$ cat src/rtl/gpio_port_pkg.sv
package gpio_port_pkg;

  // register selector produced by the address decoder
  typedef enum logic [2:0] {
    SEL_NONE = 3'd0,
    SEL_MODE = 3'd1,
    SEL_DREN = 3'd2,
    SEL_DLVL = 3'd3,
    SEL_PINS = 3'd4
  } reg_sel_e;

  // offsets from the port base
  localparam int OFS_MODE = 'h00;
  localparam int OFS_DREN = 'h10;
  localparam int OFS_DLVL = 'h20;
  localparam int OFS_PINS = 'h30;

  // number of writable registers (mode, drive enable, drive level)
  localparam int NUM_WREGS = 3;

endpackage

$ cat src/rtl/gpio_addr_dec.sv
module gpio_addr_dec
  import gpio_port_pkg::*;
#(
  parameter int ADDR_W    = 8,
  parameter int MASK_BASE = 'h80
) (
  input  logic [ADDR_W-1:0] addr,
  output reg_sel_e          sel,
  output logic              masked
);

  localparam logic [ADDR_W-1:0] A_MODE  = ADDR_W'(OFS_MODE);
  localparam logic [ADDR_W-1:0] A_DREN  = ADDR_W'(OFS_DREN);
  localparam logic [ADDR_W-1:0] A_DLVL  = ADDR_W'(OFS_DLVL);
  localparam logic [ADDR_W-1:0] A_PINS  = ADDR_W'(OFS_PINS);
  localparam logic [ADDR_W-1:0] AM_MODE = ADDR_W'(MASK_BASE + OFS_MODE);
  localparam logic [ADDR_W-1:0] AM_DREN = ADDR_W'(MASK_BASE + OFS_DREN);
  localparam logic [ADDR_W-1:0] AM_DLVL = ADDR_W'(MASK_BASE + OFS_DLVL);

  always_comb begin
    sel    = SEL_NONE;
    masked = 1'b0;
    if      (addr == A_MODE)  sel = SEL_MODE;
    else if (addr == A_DREN)  sel = SEL_DREN;
    else if (addr == A_DLVL)  sel = SEL_DLVL;
    else if (addr == A_PINS)  sel = SEL_PINS;
    else if (addr == AM_MODE) begin sel = SEL_MODE; masked = 1'b1; end
    else if (addr == AM_DREN) begin sel = SEL_DREN; masked = 1'b1; end
    else if (addr == AM_DLVL) begin sel = SEL_DLVL; masked = 1'b1; end
  end

  // the masked window holds only writable registers
  always_comb begin
    if (masked) begin
      masked_only_writable_chk: assert (sel == SEL_MODE || sel == SEL_DREN || sel == SEL_DLVL);
    end
  end

endmodule

$ cat src/rtl/gpio_wreg.sv
module gpio_wreg #(
  parameter int PINS = 8
) (
  input  logic              clk,
  input  logic              rst_n,
  input  logic              we,
  input  logic              masked,
  input  logic [2*PINS-1:0] wdata,
  output logic [PINS-1:0]   q
);

  // new register contents for a plain or a masked write
  function automatic logic [PINS-1:0] merge_write(
    input logic [PINS-1:0]   old_v,
    input logic [2*PINS-1:0] wd,
    input logic              use_mask
  );
    logic [PINS-1:0] sel_bits;
    sel_bits = use_mask ? wd[2*PINS-1:PINS] : {PINS{1'b1}};
    return (old_v & ~sel_bits) | (wd[PINS-1:0] & sel_bits);
  endfunction

  logic [PINS-1:0] next_q;
  assign next_q = merge_write(q, wdata, masked);

  always_ff @(posedge clk or negedge rst_n) begin
    if (!rst_n)  q <= '0;
    else if (we) q <= next_q;
  end


  hold_without_write_chk: assert property (@(posedge clk) disable iff (!rst_n)
    !we |=> $stable(q));


  masked_keeps_unselected_chk: assert property (@(posedge clk) disable iff (!rst_n)
    (we && masked) |=> (((q ^ $past(q)) & ~$past(wdata[2*PINS-1:PINS])) == '0));


  plain_loads_low_byte_chk: assert property (@(posedge clk) disable iff (!rst_n)
    (we && !masked) |=> (q == $past(wdata[PINS-1:0])));

endmodule

$ cat src/rtl/gpio_in_sync.sv
module gpio_in_sync #(
  parameter int PINS = 8
) (
  input  logic            clk,
  input  logic            rst_n,
  input  logic [PINS-1:0] pad_in,
  output logic [PINS-1:0] pins_sync
);

  logic [PINS-1:0] stage1;

  always_ff @(posedge clk or negedge rst_n) begin
    if (!rst_n) begin
      stage1    <= '0;
      pins_sync <= '0;
    end else begin
      stage1    <= pad_in;
      pins_sync <= stage1;
    end
  end

  // edges seen since reset, saturating at two
  logic [1:0] settle_cnt;
  always_ff @(posedge clk or negedge rst_n) begin
    if (!rst_n)                 settle_cnt <= 2'd0;
    else if (settle_cnt != 2'd2) settle_cnt <= settle_cnt + 2'd1;
  end


  two_edge_delay_chk: assert property (@(posedge clk) disable iff (!rst_n)
    (settle_cnt == 2'd2) |-> (pins_sync == $past(pad_in, 2)));

endmodule

$ cat src/rtl/gpio_port_regs.sv
module gpio_port_regs
  import gpio_port_pkg::*;
#(
  parameter int PINS      = 8,
  parameter int ADDR_W    = 8,
  parameter int MASK_BASE = 'h80
) (
  input  logic              clk,
  input  logic              rst_n,
  input  logic              bus_wr,
  input  logic              bus_rd,
  input  logic [ADDR_W-1:0] bus_addr,
  input  logic [2*PINS-1:0] bus_wdata,
  output logic [2*PINS-1:0] bus_rdata,
  input  logic [PINS-1:0]   pad_in,
  output logic [PINS-1:0]   pad_out,
  output logic [PINS-1:0]   pad_oe,
  output logic [PINS-1:0]   gpio_mode
);

  localparam int DATA_W = 2 * PINS;

  reg_sel_e        dec_sel;
  logic            dec_masked;
  logic [PINS-1:0] wreg_q [NUM_WREGS];
  logic [NUM_WREGS-1:0] wreg_we;
  logic [PINS-1:0] pins_sync;

  gpio_addr_dec #(.ADDR_W(ADDR_W), .MASK_BASE(MASK_BASE)) u_dec (
    .addr   (bus_addr),
    .sel    (dec_sel),
    .masked (dec_masked)
  );

  for (genvar i = 0; i < NUM_WREGS; i++) begin : g_wreg
    localparam reg_sel_e THIS_SEL = reg_sel_e'(3'(i + 1));
    assign wreg_we[i] = bus_wr && (dec_sel == THIS_SEL);
    gpio_wreg #(.PINS(PINS)) u_reg (
      .clk    (clk),
      .rst_n  (rst_n),
      .we     (wreg_we[i]),
      .masked (dec_masked),
      .wdata  (bus_wdata),
      .q      (wreg_q[i])
    );
  end

  gpio_in_sync #(.PINS(PINS)) u_sync (
    .clk       (clk),
    .rst_n     (rst_n),
    .pad_in    (pad_in),
    .pins_sync (pins_sync)
  );

  logic [PINS-1:0] mode_q, dren_q, dlvl_q;
  assign mode_q = wreg_q[0];
  assign dren_q = wreg_q[1];
  assign dlvl_q = wreg_q[2];

  // pad drive: only GPIO-mode pins obey drive enable and level
  function automatic logic [PINS-1:0] drive_enable(input logic [PINS-1:0] m, input logic [PINS-1:0] e);
    return m & e;
  endfunction

  function automatic logic [PINS-1:0] drive_level(input logic [PINS-1:0] m, input logic [PINS-1:0] e,
                                                  input logic [PINS-1:0] l);
    return m & e & l;
  endfunction

  assign gpio_mode = mode_q;
  assign pad_oe    = drive_enable(mode_q, dren_q);
  assign pad_out   = drive_level(mode_q, dren_q, dlvl_q);

  // read data selection, zero-extended
  function automatic logic [DATA_W-1:0] read_word(input reg_sel_e s, input logic [PINS-1:0] m,
                                                  input logic [PINS-1:0] e, input logic [PINS-1:0] l,
                                                  input logic [PINS-1:0] p);
    logic [PINS-1:0] b;
    case (s)
      SEL_MODE: b = m;
      SEL_DREN: b = e;
      SEL_DLVL: b = l;
      SEL_PINS: b = p;
      default:  b = '0;
    endcase
    return {{PINS{1'b0}}, b};
  endfunction

  always_ff @(posedge clk or negedge rst_n) begin
    if (!rst_n)      bus_rdata <= '0;
    else if (bus_rd) bus_rdata <= read_word(dec_sel, mode_q, dren_q, dlvl_q, pins_sync);
  end


  no_drive_outside_gpio_chk: assert property (@(posedge clk) disable iff (!rst_n)
    ((pad_oe & ~gpio_mode) == '0) && ((pad_out & ~pad_oe) == '0));


  upper_read_zero_chk: assert property (@(posedge clk) disable iff (!rst_n)
    bus_rdata[DATA_W-1:PINS] == '0);


  rdata_holds_chk: assert property (@(posedge clk) disable iff (!rst_n)
    !bus_rd |=> $stable(bus_rdata));


  unmapped_write_idle_chk: assert property (@(posedge clk) disable iff (!rst_n)
    (bus_wr && (dec_sel == SEL_NONE || dec_sel == SEL_PINS)) |-> (wreg_we == '0));

endmodule

$ cat config.mk
export PLATFORM = sky130hd
export DESIGN_NAME = gpio_port_regs
export DESIGN_NICKNAME = d
export VERILOG_FILES = /design/src/rtl/gpio_port_pkg.sv /design/src/rtl/gpio_addr_dec.sv /design/src/rtl/gpio_wreg.sv /design/src/rtl/gpio_in_sync.sv /design/src/rtl/gpio_port_regs.sv
export SDC_FILE = /design/constraint.sdc
export NUM_CORES = 1
export LEC_CHECK = 0
export BUFFER_PORTS_ARGS = -buffer_cell sky130_fd_sc_hd__buf_2
export CAP_MARGIN = 10
export CELL_PAD_IN_SITES_DETAIL_PLACEMENT = 1
export CELL_PAD_IN_SITES_GLOBAL_PLACEMENT = 1
export CORE_MARGIN = 2
export CORE_UTILIZATION = 30
export DETAILED_ROUTE_END_ITERATION = 7
export HOLD_SLACK_MARGIN = 0.05
export PLACE_DENSITY = 0.64
export SYNTH_ARGS = -nofsm -noshare
export SYNTH_HDL_FRONTEND = slang
export SYNTH_HIERARCHICAL = 1
export SYNTH_SLANG_ARGS = --single-unit
$ cat constraint.sdc
create_clock -name clk -period 2 [get_ports clk]
set_input_delay 0 -clock clk [delete_from_list [all_inputs] [get_ports clk]]
set_output_delay 0 -clock clk [all_outputs]
set_load 0.005 [all_outputs]
Yosys cells after proc, flatten, opt, wreduce, memory -nomap -nowiden
Index checks and enable logic that the tools add are counted.

word-level totals
  register bits = 48
  input port bits = 36
  output and inout bits = 40
  logic and storage cells = 46

cells by class
  equal/unequal tests = 10
  muxes and demuxes = 16
  bitwise operators = 10
  reductions and logical operators = 4

operators by type and width
  kind                                                              count
  8-bit bitwise AND                                                 6
  8-bit one-hot mux with 4 select lines                             1
  8-bit == test (second input constant)                             3
  8-bit bitwise OR                                                  3
  3-bit two-way mux                                                 6
  8-bit by 6-bit == test with 1-bit output (second input constant)  2
  8-bit by 5-bit == test with 1-bit output (second input constant)  1
  8-bit logical NOT                                                 1
  8-bit two-way mux                                                 1
  8-bit inverter                                                    1
  1-bit two-way mux                                                 7
  3-bit by 2-bit == test with 1-bit output (second input constant)  2
  3-bit by 1-bit == test with 1-bit output (second input constant)  1
  3-bit == test (second input constant)                             1
  1-bit logical AND                                                 3
  2-bit two-way mux                                                 1

Logic depth before layout (Yosys ltp)
Gate-level depths: netlist of the first run.

  depth after elaboration = 12
  depth in mapped cells = 7

Modules after synthesis
Netlist of the first run, hierarchy kept.

modules (own cells, without submodules)
  module          instances  cells each  area an instance (um^2)  sequential area each (um^2)
  gpio_wreg       3          25          334.1                    200.2
  gpio_port_regs  1          90          742.0                    200.2
  gpio_in_sync    1          16          400.4                    400.4
  gpio_addr_dec   1          8           68.8                     0.0

Worst setup path before layout of the first run
No wires, ideal clock.

  path kind = input-to-reg
  start = input port bus_addr[2]
  end = register with a tool-made name
  arrival = 1,868 ps
  slack = 8 ps
  stages on the path = 7
  path buffers = 1
  cell sequence = or4_4 > nor3_2 > nor2b_1 > buf_4 > nor2b_1 > o21ai_0 > mux2_2

RTL lines
  element             RTL line              RTL
  start: declaration  gpio_port_regs.sv:12  input logic [ADDR_W-1:0] bus_addr,

==> metrics.txt, run 1 <==
status finished, final reports clean; final setup vio count 0; Main synth FF type dfrtp_1; Max stage delay on crit path approximately 0.54 ns; # IOs 76; Slowest-stage cell, CP or4_4; DP HPWL 4290 um; CP Max Fanout 8; sequential area share after synthesis 0.543; crit path kind in2reg; CTS clk-pin slew, worst paths 0.08 ns; Cell Count Post-Placement 361; CP Launch Type input pin; fin crit period between 1.5 and 2 ns; Die Y roughly 90 um; total gr overflow 0; Final ANT Viol Nets 0; share of layout cells above drive strength 1 0.400; Unique masters post-synth 29; class of the worst hold path in2reg; drt first pass iters 4; hold wc startpoint bus_wdata[9]; H-tree levels 2; Clock Path Buffers 2; setup bufs post-CTS 0; vias per inst around 4.8; Final GP Congestion around 0.77; number of I/O port buffers 67; final worst setup slack about 0.15 ns; Syn Area/Cell around 12 um2; max-cap violation count 0; Fin Setup TNS 0 ns; RSZ-0062 raised after global routing false; area grow syn2layout 33.4%; endpoint class of the critical path flip-flop; P_int 1.37 mW; met2 usage in global routing 0.253; Worst VDD drop between 0.2 and 0.25 mV; Setup WS pre-CTS -0.140 ns; Fin Hold WS ~0.13 ns; Cell Count, Final, Fillers Out roughly 380; largest net degree at the start of global routing 28; TritonCTS clock tree built; Nets around 320; Worst Path Required approximately 2.2 ns; reg2reg setup slack 1.06 ns; Final Cell Area approximately 0.0030 mm2; Switching Share 0.243; clock power share 0.289; yosys warns 6; final hold viol count 0; CTS sink cnt 48; Initial Util 0.307; antenna violations before repair 0; vias in the first global route 1904; drt wl/cell between 15 and 20 um; global-route usage over all layers 0.152; Async SR Flop Fraction 1.00; DIE WIDTH 89.9 um; sequence of cells on the critical path buf_2, or4_4, nor3_2, and2b_1, nor2b_1, o21ai_0, mux2_2; register share of total power 0.600; Final Cycle Share 0.924; most frequent cell after synthesis dfrtp_1; CP startpoint bus_addr[2]; Pleak 1.43 nW; die area a little over 0.008 mm2; Net Sw Power 441 uW; WP data arrival between 2 and 2.5 ns; PD cells roughly 610 mW/mm2; GR Layer Usage met3 0.0335; drt drc 0; via count between 1500 and 2000; clock latency on the worst-skew pair 0.29 ns; Rel. slew slack 0.568; worst slew pin tran between 0.6 and 0.7 ns; GRT busiest layer met2; fin. max-slew vios 0; Worst Skew around 0.0043 ns; GR Util met1 0.198; First DRT Iteration DRCs 63; Synth Cell Area ~0.0022 mm2; Post-Route WL just under 6000 um; cts bufs inserted 5; #FFs+latches synth 48; Synth top cells by count dfrtp_1, mux2_2, o21ai_0, a22oi_1, inv_1; synth top area cells dfrtp_1, mux2_2, o21ai_0, a22oi_1, buf_4; antenna diode count 0; Post-DP Area around 0.0027 mm2; Post-synth EDFFs 0; Cells after Synth roughly 190; clock root cell clkbuf_8; Max Fclk around 540 MHz; Yosys top cell area share 0.543; Rows 31; first-pass GRT wire length 9770 um; core region area just over 0.007 mm2; Synth area leader dfrtp_1; combinational share of power 0.111
kinds of logic after synthesis:
| family | after synthesis | share of synthesized area |
|---|---|---|
| buffers and inverters | 24 | 0.0605 |
| other | 1 | 0.00169 |
| multiplexers | 24 | 0.122 |
| AND/OR/NAND/NOR | 34 | 0.106 |
| flip-flops | 48 | 0.543 |
| AO/OA/AOI/OAI | 57 | 0.163 |
| XOR/XNOR | 1 | 0.00396 |
worst max-delay path: cells and delay by family:
family,cells,cell delay [ns]
AO/OA/AOI/OAI,1,0.22
buffers and inverters,1,0.10
multiplexers,1,0.31
AND/OR/NAND/NOR,4,1.39
through the flow:
stage	utilization	total power, mW
2_1_floorplan	-	1.17
3_3_place_gp	0.375	1.28
3_5_place_dp	0.375	1.29
4_1_cts	0.409	1.84
5_1_grt	0.409	1.90
6_report	0.409	1.81
repair_timing:
item,in CTS,in global routing
resized for setup,0,0
hold buffers,18,0
hold endpoints to repair,60,0
layer usage:
layer / vias to the layer above / wire length (um)
li1: 860 / -
met1: 907 / 2660
met2: 61 / 2870
met3: 8 / 344
met4: 0 / 91
met5: - / 0
cells in the final DEF (no fill, tap or decap), drive strengths merged:
cell and count:
a22oi 16, and2 8, and2b 1, and3 8, and3b 1, and4b 1, buf 79, clkbuf 5
conb 8, dfrtp 48, dlygate4sd3 18, inv 11, mux2 24, nand2 2, nand2b 1, nor2 3
nor2b 3, nor3 2, nor3b 1, nor4 1, nor4b 1, o21a 8, o21ai 25, o22ai 8
or4 1, xnor2 1
power groups by stage:
stage	Clock, mW	Sequential, mW	Combinational, mW
4_1_cts	0.551	1.09	0.204
3_3_place_gp	0	1.11	0.173
2_1_floorplan	0	1.09	0.0791
5_1_grt	0.581	1.10	0.224
6_report	0.524	1.09	0.201
3_5_place_dp	0	1.11	0.177
layout make-up:
type,instances,area (um2)
inverter,11,41.3
timing repair buffer,97,606
sequential,48,1200
clock buffer,5,68.8
multi-input combinational,124,911
tap,99,124
fill,834,4260
final timing paths:
path	end	cells past startpoint
setup / recovery	flip-flop	7
hold / removal	flip-flop	3
setup reg to reg	bus_rdata[1]	3
hold reg to reg	u_sync/pins_sync[0]	0
max in group asynchronous	bus_rdata[0]	3
min in group asynchronous	u_sync/stage1[3]	2
(Power assumes the default switching activity.)
==> inputs of run 2 (changes only) <==
CORE_UTILIZATION = 41   (was 30)
PLACE_DENSITY = 0.83   (was 0.64)
==> run 2 against run 1 <==
  * Maximum frequency increased by 3.3%
  * Global-route usage increased by 7.4 points
  * Non-clock buffer count increased by 1
  * Clock power increased by 13%
  * Critical path type unchanged
==> metrics.txt, run 2 (same netlist as run 1, synthesis figures left out) <==
CTS clk-pin slew, worst paths ~0.09 ns; Pleak between 1 and 1.5 nW; cts bufs inserted 5; fin crit period 1.79 ns; Hold Path Depth 3; DP HPWL 4490 um; GR Layer Usage met3 0.0360; antenna diode count 0; Worst Skew around 0.0055 ns; Nets 324; hold wc startpoint bus_wdata[11]; worst-case reg-to-reg path depth 3; Final Cycle Share 0.895; First DRT Iteration DRCs 71; vias in the first global route roughly 2000; vias per inst approximately 5.2; sequence of cells on the critical path buf_2, or4_4, nor3_2, and2b_1, nor2b_1, o21ai_0, mux2_2; GR Util met1 0.273; fin. max-slew vios 0; total gr overflow 0; register area between 0.001 and 0.0015 mm2; Worst VDD drop about 0.35 mV; most common cell after layout, fill and taps aside buf_2; Final GP Congestion about 0.73; Rel. slew slack 0.590; area grow syn2layout 33.0%; share of layout cells above drive strength 1 0.401; drt drc 0; worst slew pin tran roughly 0.61 ns; Worst Path Required ~2.2 ns; largest net degree at the start of global routing 49; antenna violations before repair 0; Max Fclk ~560 MHz; global-route usage over all layers 0.226; GRT busiest layer met2; Final ANT Viol Nets 0; CP delay by family, top simple AND/OR/NAND/NOR gates; PD cells about 640 mW/mm2; multi-input logic area a little over 900 um2; drt wl/cell ~18 um; WP data arrival just under 2 ns; core region area roughly 0.0052 mm2; Die Y 77.5 um; drt first pass iters 4; Rows 26; TritonCTS clock tree built; DIE WIDTH 77.5 um; CP Depth 7; met2 usage in global routing 0.415; clock latency on the worst-skew pair ~0.30 ns; crit path kind in2reg; first-pass GRT wire length 10500 um; Max stage delay on crit path between 0.5 and 0.6 ns; Fill cells between 600 and 700; class of the worst hold path in2reg; Fin Setup TNS 0 ns; Post-Route WL roughly 6400 um; via count approximately 1900; Initial Util 0.428; CP Launch Type input pin; status finished, final reports clean; endpoint class of the critical path flip-flop; CP Max Fanout 8; Clock Path Buffers 2; max-cap violation count 0; Worst Path Buf+Inv 1; final core occ 0.569; Slowest-stage cell, CP or4_4; clock root cell clkbuf_8; final hold viol count 0; # IOs between 70 and 80; CP startpoint bus_addr[2]; number of I/O port buffers between 60 and 70; RSZ-0062 raised after global routing false; final setup vio count 0; die area 0.00600 mm2; most frequent cells in the layout buf_2, dfrtp_1, o21ai_0, mux2_2, dlygate4sd3_1; H-tree levels 2; CTS sink cnt 48
## run 2: through the flow
step | setup WS (ns) | cells | power, mW | area, um2 | hold slack, ns
after floorplan | 0.00775 | 196 | 1.17 | 2240 | -0.296
after global placement | -0.0217 | 333 | 1.27 | 2670 | 0.109
after detailed placement | -0.0776 | 333 | 1.29 | 2670 | 0.110
after CTS | 0.227 | 359 | 1.90 | 2940 | 0.115
after global routing | 0.0519 | 359 | 1.97 | 2940 | 0.122
final | 0.211 | 359 | 1.89 | 2940 | 0.122
## run 2: what timing repair did
item / 4_1_cts / 5_1_grt
hold buffers: 18 / 0
hold endpoints to repair: 83 / 0
setup endpoints to repair: 0 / 0
gates resized for setup: 0 / 0
setup buffers: 0 / 0
## run 2: worst paths after layout
| path | endpoint | slack (ns) |
|---|---|---|
| hold reg to reg | u_sync/pins_sync[2] | 0.35 |
| hold / removal | flip-flop | 0.12 |
| min in group asynchronous | u_sync/stage1[6] | 0.35 |
| max in group asynchronous | u_sync/stage1[1] | 1.25 |
| setup reg to reg | bus_rdata[0] | 1.04 |
| setup / recovery | flip-flop | 0.21 |
## run 2: per-layer routing
layer / part of all wire / wire (um)
met1: 0.42 / 2670
met2: 0.53 / 3390
met3: 0.037 / 238
met4: 0.016 / 103
met5: 0 / 0
## run 2: area by class of cell
cell class | count | area share
well taps | 70 | 0.0297
flip-flops and latches | 48 | 0.408
inverters | 11 | 0.0140
multi-input cells | 124 | 0.309
repair buffers | 98 | 0.208
clock buffers | 8 | 0.0306
## run 2: report_power, final
part | switching [mW] | internal, mW
Sequential | 0.0580 | 1.03
Combinational | 0.0924 | 0.113
Clock | 0.311 | 0.282
Total | 0.461 | 1.43
## run 2: tightest hold or removal path: cells and delay by family
kind | cells | cell delay [ns]
buffers and inverters | 1 | 0.10
muxes | 1 | 0.22
AOI/OAI and AO/OA | 1 | 0.08
==> inputs of run 3 (changes only) <==
REMOVE_ABC_BUFFERS = 1   (was unset)
TNS_END_PERCENT = 5   (was unset)
==> run 3 against run 2 <==
  * Wire length down 4.2%
  * Highest routed layer unchanged
  * Clock skew down 0.0018 ns
  * Critical path type unchanged
  * Largest power group unchanged
  * Via count down 2.2%
  * Sequential power about the same
  * Sequential cell count unchanged
==> metrics.txt, run 3 (same netlist as run 1, synthesis figures left out) <==
endpoint class of the critical path flip-flop; most common cell after layout, fill and taps aside buf_2; final core occ 0.567; Pleak 1.44 nW; fin crit period about 1.7 ns; Setup WS pre-CTS -0.226 ns; CP delay by family, top simple AND/OR/NAND/NOR gates; TritonCTS clock tree built; Final Cell Area a little under 0.003 mm2; CP Launch Type input pin; PD cells roughly 630 mW/mm2; CTS sink cnt 48; worst slew pin tran roughly 0.55 ns; Clock Path Buffers 2; status finished, final reports clean; Post-DP Area between 0.002 and 0.003 mm2; register area 0.00120 mm2; first-pass GRT wire length 9890 um; sequence of cells on the critical path buf_2, or4_4, nor3_2, buf_4, and2b_1, nor2b_2, o21ai_0, mux2_2; Switching Share 0.248; fin. max-slew vios 0; most frequent cells in the layout buf_2, dfrtp_1, o21ai_0, mux2_2, dlygate4sd3_1; max-cap violation count 0; class of the worst hold path in2reg; clock root cell clkbuf_8; drt drc 0; area grow syn2layout 32.6%; crit path kind in2reg; Worst Path Buf+Inv 2; # IOs 76; Net Sw Power between 400 and 500 uW; Nets around 320; final hold viol count 0; setup bufs post-CTS 0; Rows 26; Fin Hold WS approximately 0.11 ns; Slowest-stage cell, CP or4_4; RSZ-0062 raised after global routing false; DP HPWL roughly 4200 um; combinational share of power 0.112; Worst Path Required approximately 2.2 ns; register share of total power 0.590; drt first pass iters 4; P_int between 1 and 1.5 mW; largest net degree at the start of global routing 27; clock power share 0.298; die area 0.00600 mm2; antenna diode count 0; Cell Count Post-Placement ~330; Worst Skew around 0.0037 ns; cts bufs inserted 5; Final Cycle Share 0.858; Max Fclk just under 600 MHz; Initial Util 0.428; First DRT Iteration DRCs 99; CP Max Fanout 8; number of I/O port buffers 67; share of layout cells above drive strength 1 0.406; drt wl/cell roughly 17 um; antenna violations before repair 0; DIE WIDTH 77.5 um; Die Y 77.5 um; CTS clk-pin slew, worst paths approximately 0.080 ns; Final ANT Viol Nets 0; Rel. slew slack 0.634; Cell Count, Final, Fillers Out 356; vias per inst between 5 and 6; H-tree levels 2; global-route usage over all layers 0.217; final setup vio count 0; WP data arrival around 1.9 ns; Final GP Congestion around 0.74; clock latency on the worst-skew pair approximately 0.3 ns; total gr overflow 0; Worst VDD drop between 0.3 and 0.4 mV; final worst setup slack ~0.28 ns; core region area between 0.005 and 0.006 mm2; Max stage delay on crit path 0.54 ns; Fill cells between 500 and 600; Post-Route WL 6130 um; vias in the first global route 1941; multi-input logic area approximately 920 um2; via count roughly 1800
run 3: per-stage QoR:
step / setup TNS, ns / total power, mW
finish: 0 / 1.84
global route: 0 / 1.93
CTS: 0 / 1.86
detailed placement: -3.21 / 1.29
global placement: -2.14 / 1.27
floorplan: -4.89 / 1.16
run 3: worst register-to-register path: cells and delay by family, from the launching register on:
kind	cells	cell delay, ns
compound gates	3	0.43
flops	1	0.41
run 3: area by class of cell:
type | count | area share
well taps | 70 | 0.0299
flip-flops and latches | 48 | 0.409
inverters | 11 | 0.0141
repair buffers | 96 | 0.208
clock buffers | 6 | 0.0247
multi-input cells | 124 | 0.312
clock inverters | 1 | 0.00171
run 3: final timing paths:
path                                  start                   to  slack [ns]  depth (start not counted)
hold / removal                bus_wdata[13]            flip-flop        0.11                          3
setup reg to reg                  flip-flop         bus_rdata[1]        1.05                          3
max in group asynchronous             rst_n            async pin        1.26                          3
setup / recovery                bus_addr[2]            flip-flop        0.28                          8
min in group asynchronous             rst_n     u_sync/stage1[7]        0.22                          2
hold reg to reg            u_sync/stage1[1]  u_sync/pins_sync[1]        0.35                          0
run 3: power groups by stage:
stage / Clock, mW / Sequential, mW / Combinational (mW)
floorplan: 0 / 1.09 / 0.0648
global placement: 0 / 1.10 / 0.172
detailed placement: 0 / 1.11 / 0.180
CTS: 0.565 / 1.09 / 0.208
global route: 0.607 / 1.10 / 0.228
finish: 0.550 / 1.09 / 0.206
run 3: routing by layer:
layer,vias to the layer above,GRT usage,routed length (um)
li1,860,-,-
met1,905,0.269,2610
met2,62,0.377,3100
met3,9,0.0465,331
met4,0,0.0679,80
met5,-,0,0
run 3: timing repair:
action                                 CTS  global route
resized for setup                        0             2
hold buffers                            18             0
endpoints found under the hold margin   59             0
setup endpoints to repair                0            10
